`src/rtl/flag_pred_pkg.sv`:
```
package flag_pred_pkg;

  typedef enum logic [2:0] {
    PRED_A_CLR  = 3'b000,
    PRED_A_SET  = 3'b001,
    PRED_B_CLR  = 3'b010,
    PRED_B_SET  = 3'b011,
    PRED_NEVER  = 3'b100,
    PRED_ZERO   = 3'b101,
    PRED_NZERO  = 3'b110,
    PRED_ALWAYS = 3'b111
  } predCode_t;

  // strobes from control to datapath
  typedef struct packed {
    logic updAB;
    logic wrC;
    logic cVal;
  } flagStrobe_t;

endpackage

```
`src/rtl/flag_pred_ctrl.sv`:
```
module flag_pred_ctrl
  import flag_pred_pkg::*;
#(
  parameter int PRED_W = 3,
  parameter int OP_W   = 3,
  parameter int DEST_W = 4,
  parameter logic [OP_W-1:0]   OP_SET    = 3'b101,
  parameter logic [DEST_W-1:0] DEST_FLAG = 4'b0001
) (
  input  logic              clk,
  input  logic              rstN,
  input  logic              instrValid,
  input  logic [PRED_W-1:0] predField,
  input  logic [OP_W-1:0]   opField,
  input  logic [DEST_W-1:0] destField,
  input  logic              loopZero,
  input  logic              curA,
  input  logic              curB,
  input  logic              ctrlValid,
  input  logic              ctrlValue,
  output logic              execOk,
  output flagStrobe_t       stb
);

  predCode_t predCode;
  logic isFlagSet;
  logic fire;

  assign predCode  = predCode_t'(predField);
  assign isFlagSet = (opField == OP_SET) && (destField == DEST_FLAG);

  always_comb begin
    unique case (predCode)
      PRED_A_CLR:  execOk = !loopZero && !curA;
      PRED_A_SET:  execOk = !loopZero &&  curA;
      PRED_B_CLR:  execOk = !loopZero && !curB;
      PRED_B_SET:  execOk = !loopZero &&  curB;
      PRED_NEVER:  execOk = 1'b0;
      PRED_ZERO:   execOk = loopZero;
      PRED_NZERO:  execOk = !loopZero;
      PRED_ALWAYS: execOk = 1'b1;
      default:     execOk = 1'b0;
    endcase
  end

  assign fire      = instrValid && execOk;
  assign stb.updAB = fire && isFlagSet;
  assign stb.wrC   = fire && ctrlValid;
  assign stb.cVal  = ctrlValue;

  AST_CODE_NEVER_IDLE: assert property (@(posedge clk) disable iff (!rstN)
    (predField == 3'b100) |-> !execOk);
  AST_ALWAYS_RUNS: assert property (@(posedge clk) disable iff (!rstN)
    (predField == 3'b111) |-> execOk);
  AST_FALSE_NO_STROBE: assert property (@(posedge clk) disable iff (!rstN)
    !execOk |-> !(stb.updAB || stb.wrC));

endmodule

```
`src/rtl/flag_pred_dp.sv`:
```
module flag_pred_dp
  import flag_pred_pkg::*;
#(
  parameter int SEL_W = 6
) (
  input  logic             clk,
  input  logic             rstN,
  input  flagStrobe_t      stb,
  input  logic [SEL_W-1:0] selA,
  input  logic [SEL_W-1:0] selB,
  output logic             flagA,
  output logic             flagB,
  output logic             flagC
);

  localparam int NUM_GP = 2;

  logic [NUM_GP-1:0] gpReg;
  logic              cReg;
  logic [SEL_W-1:0]  lits;
  logic [SEL_W-1:0]  selArr [NUM_GP];
  logic [NUM_GP-1:0] nextGp;

  // literal order, msb first: A, ~A, B, ~B, C, ~C
  assign lits      = {gpReg[0], ~gpReg[0], gpReg[1], ~gpReg[1], cReg, ~cReg};
  assign selArr[0] = selA;
  assign selArr[1] = selB;

  for (genvar g = 0; g < NUM_GP; g++) begin : g_orsel
    assign nextGp[g] = |(selArr[g] & lits);
  end

  always_ff @(posedge clk) begin
    if (!rstN) begin
      gpReg <= '0;
      cReg  <= 1'b0;
    end else begin
      if (stb.updAB) gpReg <= nextGp;
      if (stb.wrC)   cReg  <= stb.cVal;
    end
  end

  assign flagA = gpReg[0];
  assign flagB = gpReg[1];
  assign flagC = cReg;

  AST_IDLE_HOLDS: assert property (@(posedge clk) disable iff (!rstN)
    !(stb.updAB || stb.wrC) |=> $stable({flagA, flagB, flagC}));
  AST_C_FOLLOWS: assert property (@(posedge clk) disable iff (!rstN)
    stb.wrC |=> (flagC == $past(stb.cVal)));
  AST_EMPTY_SEL_CLEARS: assert property (@(posedge clk) disable iff (!rstN)
    (stb.updAB && selA == '0) |=> !flagA);
  AST_PAIR_SEL_SETS: assert property (@(posedge clk) disable iff (!rstN)
    (stb.updAB && selB[5] && selB[4]) |=> flagB);

endmodule

```
`src/rtl/flag_pred_unit.sv`:
```
module flag_pred_unit
  import flag_pred_pkg::*;
#(
  parameter int INSTR_W = 25,
  parameter int PRED_W  = 3,
  parameter int OP_W    = 3,
  parameter int DEST_W  = 4,
  parameter int SEL_W   = 6
) (
  input  logic               clk,
  input  logic               rstN,
  input  logic               instrValid,
  input  logic [INSTR_W-1:0] instrWord,
  input  logic               loopZero,
  input  logic               ctrlValid,
  input  logic               ctrlValue,
  output logic               execOk,
  output logic               flagA,
  output logic               flagB,
  output logic               flagC
);

  localparam int PRED_LO = INSTR_W - PRED_W;
  localparam int OP_LO   = PRED_LO - OP_W;
  localparam int DEST_LO = OP_LO - DEST_W;

  flagStrobe_t stb;

  flag_pred_ctrl #(
    .PRED_W(PRED_W), .OP_W(OP_W), .DEST_W(DEST_W)
  ) u_ctrl (
    .clk       (clk),
    .rstN      (rstN),
    .instrValid(instrValid),
    .predField (instrWord[INSTR_W-1:PRED_LO]),
    .opField   (instrWord[PRED_LO-1:OP_LO]),
    .destField (instrWord[OP_LO-1:DEST_LO]),
    .loopZero  (loopZero),
    .curA      (flagA),
    .curB      (flagB),
    .ctrlValid (ctrlValid),
    .ctrlValue (ctrlValue),
    .execOk    (execOk),
    .stb       (stb)
  );

  flag_pred_dp #(.SEL_W(SEL_W)) u_dp (
    .clk  (clk),
    .rstN (rstN),
    .stb  (stb),
    .selA (instrWord[2*SEL_W-1:SEL_W]),
    .selB (instrWord[SEL_W-1:0]),
    .flagA(flagA),
    .flagB(flagB),
    .flagC(flagC)
  );

endmodule

```
`config.mk`:
```
export PLATFORM = sky130hd
export DESIGN_NAME = flag_pred_unit
export DESIGN_NICKNAME = d
export VERILOG_FILES = /design/src/rtl/flag_pred_pkg.sv /design/src/rtl/flag_pred_ctrl.sv /design/src/rtl/flag_pred_dp.sv /design/src/rtl/flag_pred_unit.sv
export SDC_FILE = /design/constraint.sdc
export NUM_CORES = 1
export LEC_CHECK = 0
export BUFFER_PORTS_ARGS = -buffer_cell sky130_fd_sc_hd__buf_2
export CORE_AREA = 2 2 39 41
export DETAILED_ROUTE_END_ITERATION = 8
export DIE_AREA = 0 0 41 43
export PLACE_DENSITY_LB_ADDON = 0.05
export SETUP_SLACK_MARGIN = 0.3
export SLEW_MARGIN = 20
export SYNTH_ARGS = -nofsm -noshare
export SYNTH_HDL_FRONTEND = slang
export SYNTH_SLANG_ARGS = --single-unit
export TNS_END_PERCENT = 30
```
`constraint.sdc`:
```
create_clock -name clk -period 3.38 [get_ports clk]
set_input_delay 0.338 -clock clk [delete_from_list [all_inputs] [get_ports clk]]
set_output_delay 0.338 -clock clk [all_outputs]
set_load 0.02 [all_outputs]
```
* Word-level counts from Yosys, hierarchy flattened
Index checks and enable logic that the tools add are counted.
Storage, ports and cells: bits of input ports 31, register bits 3
Cells by class: reductions and logical operators 14, bitwise gates (word level) 5, equality and inequality tests 9, muxes and demuxes 1
Operators with widths (number):
- == test 3 bit, second input constant | 5
- AND 6 bit | 2
- OR reduction 6 bit | 2
- logical AND 1 bit | 8
- case mux 1 bit (8 select lines) | 1
- == test 3 x 2 -> 1 bit, second input constant | 2
- == test 4 x 1 -> 1 bit, second input constant | 1
- == test 3 x 1 -> 1 bit, second input constant | 1
- zero test 1 bit | 3
- zero test 3 bit | 1
- inverter 1 bit | 3

* Logic depth before layout (Yosys ltp)
Gate-level depths: netlist of the first run.
depth in word-level cells 5, gate-level depth with buffers 4

* Cells and area by module
Synthesis of the first run repeated with hierarchy kept, for this count alone.
Unflattened totals: cell total of the unflattened synthesis 33, area, all modules 289.0 µm²
Modules (own cells, without submodules):
- flag_pred_dp | times used 1, cells an instance 19, seq. area each 60.1 µm², area each 193.9 µm²
- flag_pred_ctrl | times used 1, cells an instance 14, seq. area each 0.0 µm², area each 95.1 µm²

* Worst setup path after synthesis of the first run
No wires, ideal clock.
path kind register to output, start reg u_dp.gpReg[0], end out execOk, arrival 1.279 ns, stages on the path, launching flop included 4, path buffers 0, path slack 1.763 ns, path through dfxtp_1 or2_1 a2111o_1 nand2_1
On the way: word-level cells in the longest chain between the ends 3, elaborated cells on any way between the ends 4
Ends and longest elaborated chain:
- start: declaration | RTL line flag_pred_dp.sv:18 | logic [NUM_GP-1:0] gpReg;
- start signal: assignment | RTL line flag_pred_dp.sv:38 | if (stb.updAB) gpReg <= nextGp;
- zero test 1 bit | RTL line flag_pred_ctrl.sv:34 | PRED_A_CLR: execOk = !loopZero && !curA;
- logical AND 1 bit | RTL line flag_pred_ctrl.sv:34
- case mux 1 bit (8 select lines) * | RTL line flag_pred_ctrl.sv:33 | unique case (predCode)
- end: declaration | RTL line flag_pred_unit.sv:17 | output logic execOk,
Every way passes the cells marked *; elsewhere a longest branch is shown, timed or not.

* Worst setup path in the final report of the first run
Same ends and word-level chain as after synthesis.

==> metrics.cfg, run 1 <==
[floorplanning]
core_um2=1380
rows=14
die_h_um=43
start_util=0.213
die-area_um2=1760
io_pins=35
fp.dieW_um=41

[logic_synthesis]
synth.distinct_cells=19
yosysSeqAreaShare=0.203
synth-seq-cells=3
synth-xor-area-share=0
syn_nets=69
synth_mux_area_frac=0.178
syn-cell-area_um2=295
syn_avg_cell_area_um2=7.77
synthAdderAreaFrac=0
synth-compound-area-share=0.233
yosysWarnings=0
synth_top_family_by_area=simple AND/OR/NAND/NOR gates
syn_inst=38
yosys.area_share.simple=0.360

[timing]
hold_ws_ns=0.349
setup-tns-final_ns=0
setup_viol=0
drv_slew=0
rsz0062_at_grt=false
fin_skew_ns=0.000814
fmax_mhz=536
slew-limit-headroom=0.780
layout_min_cycle_time_ns=1.87
post-route-period-util=0.552
worstMarginPinSlew_ns=0.326
finalHoldViolCount=0

[global_route]
grt_start_max_net_pins=7
grt_pass1_vias=340
grt_pass1_wl_um=1220
antenna_found_initial=0
grt-ovfl-total=0
grt_use_total=0.101

[detailed_routing]
wire_per_inst_um=9.54
vias=420
drtAntennaViolNets=0
finalWirelength_um=849
drtPass1Iterations=2
vias_per_cell=4.72
initialDrtViolationCount=1
drc=0

[setup_path]
path_max_fanout=6
crit_arrival_ns=1.53
cp-end-kind=primary output
cp-start-kind=register
cp_cell_sequence=or2_1 -> a2111o_1 -> nand2_1 -> buf_2
cp_slowest_stage_delay_ns=0.48
cp_slowest_cell=a2111o_1
critPathRequiredTime_ns=3.04
critical_path_class=reg2out

[clock_network]
clkTransAtPathRegs_ns=0.04
htreeDepth=1
worstSkewPairLatency_ns=0.23
cts-root-buf=clkbuf_4
cts_buffers=3
cts_setup_buffers=0
cts_tree=built
clk_path_buf_depth=2
cts.sinks=3
ctsHoldBuffers=0
cts_resized=0

[worst_hold_path]
hp-class=in2reg

[pwr]
p_leak_nw=0.235
irDropWorstVdd_mv=0.221
p_per_area_nw_per_um2=267

[run_status]
status=completed

[layout]
synthToLayoutAreaGrowth_pct=68.2
diodes=0
drive_gt1_frac=0.507
layout.nets=105

[place]
portBuffers=31
gp_congestion=0.636
hpwl_um=724

[flow_run]
drv_cap=0

-- through the flow --
stage,cell area (um^2),util,total power [mW],std cells,worst slack (ns)
final,497,0.359,0.133,89,1.51
after global routing,497,0.359,0.145,89,1.45
after CTS,497,0.359,0.136,89,1.49
after detailed placement,470,0.340,0.0712,85,1.66
after global placement,470,0.340,0.0712,85,1.68
after floorplan,295,-,0.0509,38,1.76
-- power breakdown --
group / switching (mW) / internal, mW / total (mW)
clock network: 0.0182 / 0.0442 / 0.0624
registers: 0.000506 / 0.0361 / 0.0366
logic: 0.0140 / 0.0195 / 0.0336
total: 0.0327 / 0.0998 / 0.133
-- cells by family (layout without fill, tap and decap cells) --
| kind of cell | count (synthesis) | after routing |
|---|---|---|
| and+or+nand+nor | 17 | 17 |
| AOI/OAI and AO/OA | 11 | 11 |
| buffers and inverters | 2 | 37 |
| muxes | 5 | 5 |
| DFF | 3 | 3 |
-- area by class of cell --
type	count	area (um^2)
well taps	16	20.0
multi-input cells	33	228
inverters	2	7.51
clock buffers	4	26.3
repair buffers	31	155
fillers	166	887
flip-flops and latches	3	60.1
-- cell usage in the layout, fill, tap and decap left out, drive strengths merged, types with 2 or more instances in the layout --
cell    instances
buf            31
nand2           7
o21ai           4
clkbuf          4
mux2i           3
dfxtp           3
nand4b          2
nand3           2
inv             2
mux2            2
o22ai           2
a21oi           2
-- worst max-delay path, delay by kind of cell (launching register included) --
kind | cells | cell delay (ns)
compound gates | 1 | 0.48
buf+inv | 1 | 0.15
flops | 1 | 0.35
simple gates | 2 | 0.32
-- per-layer routing --
metal	part of all wire	global-route usage	vias to the layer above
li1	-	-	216
met1	0.41	0.113	186
met5	0	0	-
met4	0	0	0
met3	0.11	0.0628	0
met2	0.48	0.169	18
-- path summary, 6_finish.rpt --
kind                      start             to  slack, ns  cells past startpoint
hold / removal    instrWord[11]  u_dp.gpReg[0]       0.35                      3
hold reg to reg      u_dp.flagC     u_dp.flagC       0.50                      2
setup reg to reg  u_dp.gpReg[1]  u_dp.gpReg[0]       1.87                      4
setup / recovery  u_dp.gpReg[0]         execOk       1.51                      4
-- synth_stat cells, drive strengths merged --
| master | number | area (um^2) |
|---|---|---|
| a2111o | 1 | 11.3 |
| a211oi | 1 | 7.51 |
| a21o | 1 | 7.51 |
| a21oi | 2 | 10.0 |
| and4 | 1 | 11.3 |
| dfxtp | 3 | 60.1 |
| inv | 2 | 7.51 |
| mux2 | 2 | 22.5 |
| mux2i | 3 | 30.0 |
| nand2 | 7 | 26.3 |
| nand3 | 2 | 10.0 |
| nand3b | 1 | 7.51 |
| nand4b | 2 | 17.5 |
| nor3b | 1 | 7.51 |
| nor4bb | 1 | 10.0 |
| o21ai | 4 | 20.0 |
| o22ai | 2 | 12.5 |
| or2 | 1 | 6.26 |
| or4b | 1 | 10.0 |
-- flip-flops by register name, indices dropped and copies added (netlist names) --
signal,flops
u_dp.gpReg,2
u_dp.flagC,1
Power figures use the tool's default switching activity.
==> run 2, diff against run 1 <==
Settings changed: ABC_AREA set to 1.
Clock period 3.38 ns to 1.82 ns, I/O delays scaled along.
==> run 2 against run 1 <==
Net effect: combinational power up 110%; non-clock buffer count is the same; wire length grew 1.3%; count of clock-buffer cells in the layout did not move; largest cell class unchanged.
==> metrics.cfg, run 2 <==
[clock_network]
clkTransAtPathRegs_ns=0.03  ; about the same
clk_path_buf_depth=2  ; unchanged
cts_tree=built
ctsHoldBuffers=0  ; unchanged
worstSkewPairLatency_ns=0.23  ; about the same
cts_setup_buffers=0  ; unchanged
cts_buffers=3  ; unchanged
cts_resized=0  ; unchanged
cts.sinks=3  ; unchanged
htreeDepth=1  ; unchanged
cts-root-buf=clkbuf_4

[detailed_routing]
drc=0  ; unchanged
initialDrtViolationCount=6  ; +5
vias=459  ; +9.3%
drtPass1Iterations=2  ; unchanged
vias_per_cell=4.29  ; -9.1%
finalWirelength_um=860  ; +1.3%
drtAntennaViolNets=0  ; unchanged
wire_per_inst_um=8.04  ; -16%

[setup_path]
reg2reg_depth=7  ; +3
crit_family=flip-flops
cp_slowest_stage_delay_ns=0.42  ; -0.06 ns
rr_endpoint=u_dp.flagC
path_max_fanout=6  ; unchanged
cp_cell_sequence=nand2_1 -> nand3_2 -> nand3_2 -> nand2_4 -> buf_2
reg2reg_from=u_dp.gpReg[1]
cp-start-kind=register
cp-end-kind=primary output
crit_arrival_ns=1.18  ; -0.35 ns
cp_common_cell=nand3_2
critPathRequiredTime_ns=1.64  ; -1.40 ns
cp_slowest_cell=dfxtp_1
timing.reg2reg.setup_slack_ns=0.69  ; -1.18 ns
critical_path_buf_inv_count=1  ; unchanged
critical_path_class=reg2out

[logic_synthesis]
syn-cell-area_um2=330  ; +12%
syn_nets=87  ; +26%
synth_top_family_by_area=simple AND/OR/NAND/NOR gates
async_reset_ff_frac=0  ; unchanged
yosysTopAreaCell=nand2_1
synth-compound-area-share=0.110  ; -0.123
yosys.area.top_type_share=0.284  ; +0.0807
synth.most_common_cell=nand2_1
synthAdderAreaFrac=0  ; unchanged
synth_edf_count=0  ; unchanged
syn_avg_cell_area_um2=5.90  ; -24%
yosysWarnings=0  ; unchanged
synth_mux_area_frac=0  ; -0.178
synth_common_cells=nand2_1, nor2_1, nand3_2
yosysSeqAreaShare=0.182  ; -0.0216
synth_ff_type=dfxtp_1
yosys.area_share.simple=0.640  ; +0.280
synth-seq-cells=3  ; unchanged
synth.distinct_cells=14  ; -5
synth-xor-area-share=0  ; unchanged
synthTopCellsByArea=nand2_1, dfxtp_1, nand3_2, nor2_1, a21boi_0
syn_inst=56  ; +47%

[floorplanning]
io_pins=35  ; unchanged
fp.dieW_um=41  ; unchanged
die_h_um=43  ; unchanged
core_um2=1380  ; unchanged
die-area_um2=1760  ; unchanged
rows=14  ; unchanged
start_util=0.239  ; +0.0253

[global_route]
grt_pass1_wl_um=1500  ; +23%
grt_pass1_vias=428  ; +26%
grt-ovfl-total=0  ; unchanged
grt_start_max_net_pins=7  ; unchanged
antenna_found_initial=0  ; unchanged
grt_use_total=0.121  ; +0.0201

[pwr]
clkPwrFrac=0.446  ; -0.025
p_leak_nw=0.286  ; +22%
p_per_area_nw_per_um2=468  ; +75%
p_sw_frac=0.260  ; +0.0132
switchingPower_mw=0.0648  ; +98%
p_int_mw=0.184  ; +85%
combPwrFrac=0.278  ; +0.025
irDropWorstVdd_mv=0.276  ; +25%
p_seq_frac=0.276  ; about the same

[worst_hold_path]
hp-class=in2reg
hp-start=ctrlValue
hold_path_end=u_dp.flagC
min_path_cells=3  ; unchanged

[timing]
setup_viol=0  ; unchanged
drv_slew=0  ; unchanged
worst_slack_ns=0.456  ; -1.06 ns
rsz0062_at_grt=false
worstMarginPinSlew_ns=0.286  ; -0.0394 ns
finalHoldViolCount=0  ; unchanged
fin_skew_ns=0.00165  ; +0.000838 ns
layout_min_cycle_time_ns=1.36
setup-tns-final_ns=0  ; unchanged
slew-limit-headroom=0.808  ; +0.0284
post-route-period-util=0.749
fmax_mhz=733

[layout]
final_common_cell=buf_2
drive_gt1_frac=0.484  ; -0.0233
fin_area_um2=532  ; +7.1%
layout.nets=123  ; +17%
largest_register=u_dp.gpReg
final_cell_mix=buf_2, nand2_1, nor2_1, nand3_2, inv_1
nFillCells=172  ; +3.6%
largest_register_ff_count=2  ; unchanged
diodes=0  ; unchanged
synthToLayoutAreaGrowth_pct=61.0

[place]
dp_slack_ns=0.682  ; -0.983 ns
gp_congestion=0.636  ; unchanged
portBuffers=31  ; unchanged
placed_cell_area_um2=505  ; +7.4%
hpwl_um=779  ; +7.7%

[run_status]
status=completed

[flow_run]
drv_cap=0  ; unchanged

==> run 2: cell types whose count changed after synthesis, moves of 3 or more <==
cell     before  now
mux2i_1       3    0
nand2_1       7   25
o21ai_0       4    0
nor2_1        0    6
nand3_2       0    5
==> run 2: worst reg2reg max path: cells and delay by family, from the launching register on <==
kind	cells	cell delay, ns
flip-flops	1	0.42
AND/OR/NAND/NOR	7	0.61
==> run 2: cells by family (layout without fill, tap and decap cells) <==
| group | after synthesis | count (layout) |
|---|---|---|
| buf+inv | 6 | 41 |
| simple gates | 42 | 42 |
| compound gates | 5 | 5 |
| flops | 3 | 3 |
==> run 2: cell type report <==
type                    count  area (um^2)  area share
repair buffers             31          155       0.292
flip-flops and latches      3         60.1       0.113
inverters                   6         22.5      0.0424
multi-input cells          47          248       0.466
well taps                  16         20.0      0.0376
clock buffers               4         26.3      0.0494
==> run 2: power groups by stage <==
| stage | Combinational [mW] | Clock, mW | Sequential, mW |
|---|---|---|---|
| detailed placement | 0.0703 | 0 | 0.0697 |
| finish | 0.0691 | 0.111 | 0.0687 |
| global route | 0.0796 | 0.123 | 0.0690 |
| CTS | 0.0708 | 0.117 | 0.0688 |
| global placement | 0.0697 | 0 | 0.0697 |
| floorplan | 0.0305 | 0 | 0.0711 |
==> run 2: worst max path at each step <==
| stage | startpoint | endpoint | depth (start not counted) |
|---|---|---|---|
| finish | u_dp.gpReg[1] | execOk | 5 |
| global route | u_dp.gpReg[1] | execOk | 6 |
| CTS | u_dp.gpReg[1] | execOk | 5 |
| detailed placement | u_dp.gpReg[1] | execOk | 5 |
| global placement | u_dp.gpReg[1] | u_dp.flagC | 7 |
| floorplan | u_dp.gpReg[1] | u_dp.flagC | 7 |
==> run 2: layer usage <==
metal	up-vias	global-route usage	routed length [um]
li1	252	-	-
met1	196	0.145	355
met2	11	0.197	444
met3	0	0.0209	60
met4	0	0.0600	0
met5	-	0	0
==> run 2: stage by stage <==
stage | std cells | power (mW) | utilization | hold slack, ns
final | 107 | 0.249 | 0.384 | 0.189
after global routing | 107 | 0.272 | 0.384 | 0.202
after CTS | 107 | 0.256 | 0.384 | 0.186
after detailed placement | 103 | 0.140 | 0.365 | 0.423
after global placement | 103 | 0.139 | 0.365 | 0.422
after floorplan | 56 | 0.102 | - | 0.317
